$ cat src/rtl/fetch_redirect_ctl.sv
module fetch_redirect_ctl #(
  parameter int OPW = 4
) (
  input  logic           clk,
  input  logic           rst_n,
  input  logic [OPW-1:0] dec_op,
  input  logic [OPW-1:0] ex_op,
  input  logic           ex_zero,
  input  logic           raw_stall,
  output logic [1:0]     pc_sel,
  output logic           dec_nop,
  output logic           ex_nop,
  output logic           stall_q
);
  localparam logic [OPW-1:0] OP_J    = OPW'(2);
  localparam logic [OPW-1:0] OP_JAL  = OPW'(3);
  localparam logic [OPW-1:0] OP_JR   = OPW'(4);
  localparam logic [OPW-1:0] OP_JALR = OPW'(5);
  localparam logic [OPW-1:0] OP_BEQZ = OPW'(6);
  localparam logic [OPW-1:0] OP_BNEZ = OPW'(7);

  localparam logic [1:0] SEL_SEQ = 2'd0;
  localparam logic [1:0] SEL_ABS = 2'd1;
  localparam logic [1:0] SEL_IND = 2'd2;
  localparam logic [1:0] SEL_BR  = 2'd3;

  logic br_taken, jmp_abs, jmp_ind, jmp_any;

  assign br_taken = (ex_op == OP_BEQZ && ex_zero) || (ex_op == OP_BNEZ && !ex_zero);
  assign jmp_abs  = (dec_op == OP_J)  || (dec_op == OP_JAL);
  assign jmp_ind  = (dec_op == OP_JR) || (dec_op == OP_JALR);
  assign jmp_any  = jmp_abs || jmp_ind;

  assign stall_q  = raw_stall && !br_taken;

  always_comb begin
    if (br_taken)             pc_sel = SEL_BR;
    else if (stall_q)         pc_sel = SEL_SEQ;
    else if (jmp_abs)         pc_sel = SEL_ABS;
    else if (jmp_ind)         pc_sel = SEL_IND;
    else                      pc_sel = SEL_SEQ;
  end

  assign dec_nop = br_taken || (jmp_any && !stall_q);
  assign ex_nop  = br_taken || stall_q;


  taken_branch_chk: assert property (@(posedge clk) disable iff (!rst_n)
    br_taken |-> (pc_sel == SEL_BR && dec_nop && ex_nop && !stall_q));


  stall_source_chk: assert property (@(posedge clk) disable iff (!rst_n)
    stall_q |-> raw_stall);


  stall_bubble_chk: assert property (@(posedge clk) disable iff (!rst_n)
    stall_q |-> (ex_nop && pc_sel == SEL_SEQ && !dec_nop));


  jump_squash_chk: assert property (@(posedge clk) disable iff (!rst_n)
    (jmp_any && !stall_q) |-> dec_nop);


  no_redirect_chk: assert property (@(posedge clk) disable iff (!rst_n)
    (!br_taken && !jmp_any) |-> (pc_sel == SEL_SEQ && !dec_nop));
endmodule

$ cat config.mk
export PLATFORM = sky130hd
export DESIGN_NAME = fetch_redirect_ctl
export DESIGN_NICKNAME = d
export VERILOG_FILES = /design/src/rtl/fetch_redirect_ctl.sv
export SDC_FILE = /design/constraint.sdc
export NUM_CORES = 1
export LEC_CHECK = 0
export BUFFER_PORTS_ARGS = -buffer_cell sky130_fd_sc_hd__clkbuf_2
export CORE_AREA = 2 2 39 41
export DETAILED_ROUTE_END_ITERATION = 7
export DIE_AREA = 0 0 41 43
export PLACE_DENSITY_LB_ADDON = 0.12
export SYNTH_ARGS = -nofsm -noshare
export SYNTH_HDL_FRONTEND = slang
export SYNTH_SLANG_ARGS = --single-unit
$ cat constraint.sdc
create_clock -name vclk -period 1
set_clock_uncertainty 0.1 [all_clocks]
set_input_delay 0.15 -clock vclk [all_inputs]
set_output_delay 0.15 -clock vclk [all_outputs]
set_load 0.1 [all_outputs]
Yosys cells after proc, flatten, opt, wreduce, memory -nomap -nowiden
Cells that the tools add are included.
{"block": "totals", "inputBits": 12, "out_inout_bits": 5, "regBits": 0, "wordCells": 23}
{"block": "op_classes", "n_eq_ne": 6, "mux": 4, "n_reduce_logical": 13}
{"op": "4-bit by 3-bit equality test with 1-bit output, second input constant", "count": 4}
{"op": "4-bit by 2-bit equality test with 1-bit output, second input constant", "count": 2}
{"op": "2-bit two-way mux", "count": 4}
{"op": "1-bit logical OR", "count": 6}
{"op": "1-bit logical AND", "count": 4}
{"op": "1-bit zero test", "count": 3}

Logic depth before layout (Yosys ltp)
Gate-level depths: netlist (run 1).
{"block": "logic_depth", "word_depth": 8, "ltp_mapped": 2, "mapped_depth_nobuf": 2}

Least setup slack after synthesis (run 1)
OpenSTA, ideal clock, no wires.
{"block": "synth_path", "path_kind": "input -> output", "start": "input dec_op[3]", "end": "output dec_nop", "path_buffers": 0, "cell_stages": 2, "path_slack_ns": -1.143, "arrival_ns": 1.893, "path_cell_list": "or2_1 -> o22ai_1"}
{"block": "synth_via", "elab_chain_cells": 5, "word_cells_on_any_way": 9}
{"element": "start, declared", "line": "6", "source": "input logic [OPW-1:0] dec_op,"}
{"element": "4-bit by 2-bit equality test with 1-bit output / 4-bit by 3-bit equality test with 1-bit output (equally long branches)", "line": "30, 31"}
{"element": "1-bit logical OR, on equally long branches", "line": "30, 31"}
{"element": "1-bit logical OR (*)", "line": "32", "source": "assign jmp_any = jmp_abs || jmp_ind;"}
{"element": "1-bit logical AND (*)", "line": "44", "source": "assign dec_nop = br_taken || (jmp_any && !stall_q);"}
{"element": "1-bit logical OR (*)", "line": "44"}
{"element": "end, declared", "line": "11", "source": "output logic dec_nop,"}
Every way passes the cells marked *; elsewhere a longest branch is shown, timed or not.

Worst setup path in the final report (run 1)
{"block": "layout_path", "start": "input ex_zero", "end": "output dec_nop"}
{"block": "layout_via", "elab_chain_cells": 8, "word_cells_on_any_way": 9}
{"element": "start, declared", "line": "8", "source": "input logic ex_zero,"}
{"element": "1-bit zero test", "line": "29", "source": "assign br_taken = (ex_op == OP_BEQZ && ex_zero) || (ex_op == OP_BNEZ && !ex_zero);"}
{"element": "1-bit logical AND", "line": "29"}
{"element": "1-bit logical OR (*)", "line": "29"}
{"element": "1-bit zero test", "line": "34", "source": "assign stall_q = raw_stall && !br_taken;"}
{"element": "1-bit logical AND", "line": "34"}
{"element": "1-bit zero test", "line": "44"}
{"element": "1-bit logical AND", "line": "44"}
{"element": "1-bit logical OR (*)", "line": "44"}
Marked as above.

==> flow_summary.toml, run 1 <==
[route]
antenna_left = 0
drc = 0
avgRoutedWirePerCell_um = 7.38
drtIter0Drc = 0
routed_via_density = 3.42
vias = 154
first_pass_iters = 1
drt-total-wl_um = 332

[synthesis]
synth.area.top_cells = "o22ai_1, xnor2_2, nand2b_1, xnor2_1, nand3b_1"
yosysTopAreaCellShare = 0.221
muxShareOfSynthArea = 0
synth_xor_area_frac = 0.294
yosys_warnings = 0
syn_area_per_cell_um2 = 7.73
synth_top_family_by_area = "compound AO/OA/AOI/OAI gates"
yosysTopAreaCell = "o22ai_1"
synth_seq_area_share = 0
syn_nets = 23
synth_simple_gate_area_frac = 0.309
netlist_area_um2 = 85.1
synth_fa_ha_area_frac = 0
synth.distinct_cells = 8
synth_cells = 11
synth_compound_area_frac = 0.397

[power_and_ir_drop]
switching_share = 0.586
internal_power_mw = 0.108
peakVddDrop_mv = 0.274
power.switching_mw = 0.154
p_leak_nw = 0.136
combPwrFrac = 1.000
power.share.sequential = 0
cellPowerDensity_nw_per_um2 = 770
pwr-share-clk = 0

[global_route]
antenna_found_initial = 0
grt_pass1_wl_um = 572
grt_max_degree = 5
grt_pass1_vias = 141
grt-ovfl-total = 0
grt_use_total = 0.0430

[placement]
dpl_cell_area_um2 = 334
dp_cells = 45
port_buffers = 14
gp_congestion = 0.532

[timing]
finalHoldViolations = 0
setup_violations = 5
clock.fmax_ghz = 0.853
finalCriticalPeriod_ns = 1.17
fin_crit_sh = 1.17
relSlewSlack = 0.835
fin_ws_ns = -0.172
maxSlewViolCount = 0
grt_setup_unrepaired = "yes"
tightest_slew_ns = 0.245

[min_path]
hp-start = "dec_op[1]"
hp-class = "in -> out"

[finish]
syn_to_final_growth_pct = 300
instances_no_fill = 45
final_common_cell = "clkbuf_2"
seq_cell_count = 0
final_cell_area_um2 = 340
final_cell_mix = "clkbuf_2, buf_12, o22ai_4, buf_4, nand2b_1"
fill_cells = 148
final_util = 0.246
seq_area_um2 = 0
antennaDiodeCount = 0
layout-drive-gt1-share = 0.862
nClkBuffers = 0
nets = 43

[setup_path]
startpoint_type = "primary input"
critPathMaxFanout = 4
cp.arrival_ns = 0.92
crit_required_ns = 0.75
endpoint_kind = "output port"
worstSetupStartpoint = "ex_zero"
criticalPathCategory = "in -> out"

[floorplan]
die_area_um2 = 1760
rows = 14
die_w_um = 41
core_area_um2 = 1380
ioPinCount = 17
initial_utilization = 0.0615
chipHeight_um = 43

[status]
status = "finished, violations left"
violations = "setup timing"

[cts]
cts_hold_buf = 0

[flow_run]
drv_cap = 0
area by class of cell:
cell class	instances	area (um2)	area share
repair buffers	18	179	0.526
multi-input cells	11	141	0.415
well taps	16	20.0	0.0588
power by group through the flow:
stage | Sequential, mW | Combinational, mW | Clock [mW]
floorplan | 0 | 0.160 | 0
global placement | 0 | 0.257 | 0
detailed placement | 0 | 0.260 | 0
CTS | 0 | 0.265 | 0
global route | 0 | 0.274 | 0
finish | 0 | 0.262 | 0
critical path: stages:
cell	delay, ns
clkbuf_2	0.10
xnor2_2	0.14
buf_6	0.14
o22ai_4	0.18
buf_12	0.19
cell usage after synthesis:
cell,count
nand2b_1,2
xnor2_2,1
o21a_1,1
o22ai_1,3
nand3b_1,1
o21bai_1,1
or2_1,1
xnor2_1,1
kinds of logic after synthesis:
kind of cell / count (synthesis)
simple gates: 4
compound gates: 5
xor+xnor: 2
routing by layer:
layer	global-route usage	vias up	wire [um]
li1	-	81	-
met1	0.0605	62	123
met2	0.0719	11	167
met3	0.00524	0	41
met4	0	0	0
met5	0	-	0
stage by stage:
stage | TNS [ns] | power (mW) | hold slack [ns] | setup slack (ns)
6_report | -0.804 | 0.262 | 0.663 | -0.172
5_1_grt | -1.12 | 0.274 | 0.694 | -0.240
4_1_cts | -0.852 | 0.265 | 0.670 | -0.183
3_5_place_dp | -0.957 | 0.260 | 0.667 | -0.209
3_3_place_gp | -0.956 | 0.257 | 0.652 | -0.214
2_1_floorplan | -2.06 | 0.160 | 0.477 | -0.429
final timing paths:
kind | to | slack (ns) | depth (start not counted)
max | dec_nop | -0.17 | 5
min | pc_sel[0] | 0.66 | 4
repair_timing:
action                                  4_1_cts  5_1_grt
resized for setup                             2        0
gates cloned                                  0        0
endpoints found under the setup margin        5        5
setup buffers                                 0        0
pin swaps                                     1        0
endpoints found under the hold margin         0        0
(Power assumes the default switching activity.)
==> run 2, diff against run 1 <==
--- a/config.mk
+++ b/config.mk
@@ -6,6 +6,8 @@
 export NUM_CORES = 1
 export LEC_CHECK = 0
 export BUFFER_PORTS_ARGS = -buffer_cell sky130_fd_sc_hd__clkbuf_2
+export CELL_PAD_IN_SITES_DETAIL_PLACEMENT = 1
+export CELL_PAD_IN_SITES_GLOBAL_PLACEMENT = 1
 export CORE_AREA = 2 2 39 41
 export DETAILED_ROUTE_END_ITERATION = 7
 export DIE_AREA = 0 0 41 43
==> flow_summary.toml, run 2 (synthesis results as in run 1) <==
[placement]
port_buffers = 14
dp_slack_ns = -0.211
hpwlAfterDp_um = 402
gp_congestion = 0.463

[finish]
syn_to_final_growth_pct = 300
final_common_cell = "clkbuf_2"
final_cell_mix = "clkbuf_2, buf_12, o22ai_4, buf_4, nand2b_1"
antennaDiodeCount = 0
fill_cells = 165
nets = 43
multiInputGateArea_um2 = 141
final_util = 0.246
layout-drive-gt1-share = 0.862
seq_cell_count = 0
seq_area_um2 = 0
nClkBuffers = 0

[floorplan]
core_area_um2 = 1380
initial_utilization = 0.0615
rows = 14
ioPinCount = 17
die_area_um2 = 1760
chipHeight_um = 43
die_w_um = 41

[route]
vias = 155
drtIter0Drc = 0
routed_via_density = 3.44
first_pass_iters = 1
avgRoutedWirePerCell_um = 8.91
drt-total-wl_um = 401
drc = 0
antenna_left = 0

[setup_path]
criticalPathCategory = "in -> out"
path_cells = "clkbuf_2 -> nand3b_1 -> buf_4 -> o22ai_4 -> buf_12"
startpoint_type = "primary input"
endpoint_kind = "output port"
cp_num_buf_inv = 3
cp.arrival_ns = 0.93
critPathMaxFanout = 3
path_delay_family = "buffers and inverters"
cp_slowest_cell = "buf_12"
crit_path_max_incr_delay_ns = 0.19
crit_required_ns = 0.75

[timing]
relSlewSlack = 0.840
fin_tns_setup_ns = -0.823
finalCriticalPeriod_ns = 1.18
fin_hold_ws_ns = 0.671
clock.fmax_ghz = 0.848
grt_setup_unrepaired = "yes"
tightest_slew_ns = 0.239
fin_crit_sh = 1.18
fin_ws_ns = -0.179
finalHoldViolations = 0
maxSlewViolCount = 0
setup_violations = 5

[power_and_ir_drop]
peakVddDrop_mv = 0.220
cellPowerDensity_nw_per_um2 = 774
power_mw = 0.263
p_leak_nw = 0.136

[global_route]
grt-ovfl-total = 0
grt_use_total = 0.0550
grt_pass1_wl_um = 703
antenna_found_initial = 0
grt_max_degree = 5
grt_pass1_vias = 171

[flow_run]
drv_cap = 0

[status]
status = "finished, violations left"
violations = "setup timing"

[cts]
cts_hold_buf = 0

[min_path]
hp-class = "in -> out"
==> run 2: final timing paths <==
path / to / slack (ns) / cells after the start / from
worst min-delay path: ex_nop / 0.67 / 4 / raw_stall
worst max-delay path: pc_sel[1] / -0.18 / 5 / ex_op[3]
==> run 2: per-stage QoR <==
stage / std cells / area [um2]
3_3_place_gp: 45 / 334
5_1_grt: 45 / 340
3_5_place_dp: 45 / 334
4_1_cts: 45 / 340
2_1_floorplan: 11 / 139
6_report: 45 / 340
==> run 2: repair_timing <==
action,4_1_cts,5_1_grt
resized for setup,2,0
endpoints found under the hold margin,0,0
endpoints found under the setup margin,5,5
setup buffers,0,0
pin swaps,1,0
==> run 2: cell type report <==
| type | count | share of cell area |
|---|---|---|
| well taps | 16 | 0.0588 |
| multi-input cells | 11 | 0.415 |
| repair buffers | 18 | 0.526 |
==> run 2: report_power, final <==
| part | total [mW] | internal [mW] | switching [mW] |
|---|---|---|---|
| combinational | 0.263 | 0.108 | 0.155 |
| clock | 0 | 0 | 0 |
| sequential | 0 | 0 | 0 |
==> run 2: layer usage <==
layer  track usage  vias up  part of all wire
met1        0.0698       66              0.36
met5             0        -                 0
li1              -       78                 -
met4             0        0                 0
met3       0.00524        0              0.11
met2         0.100       11              0.53
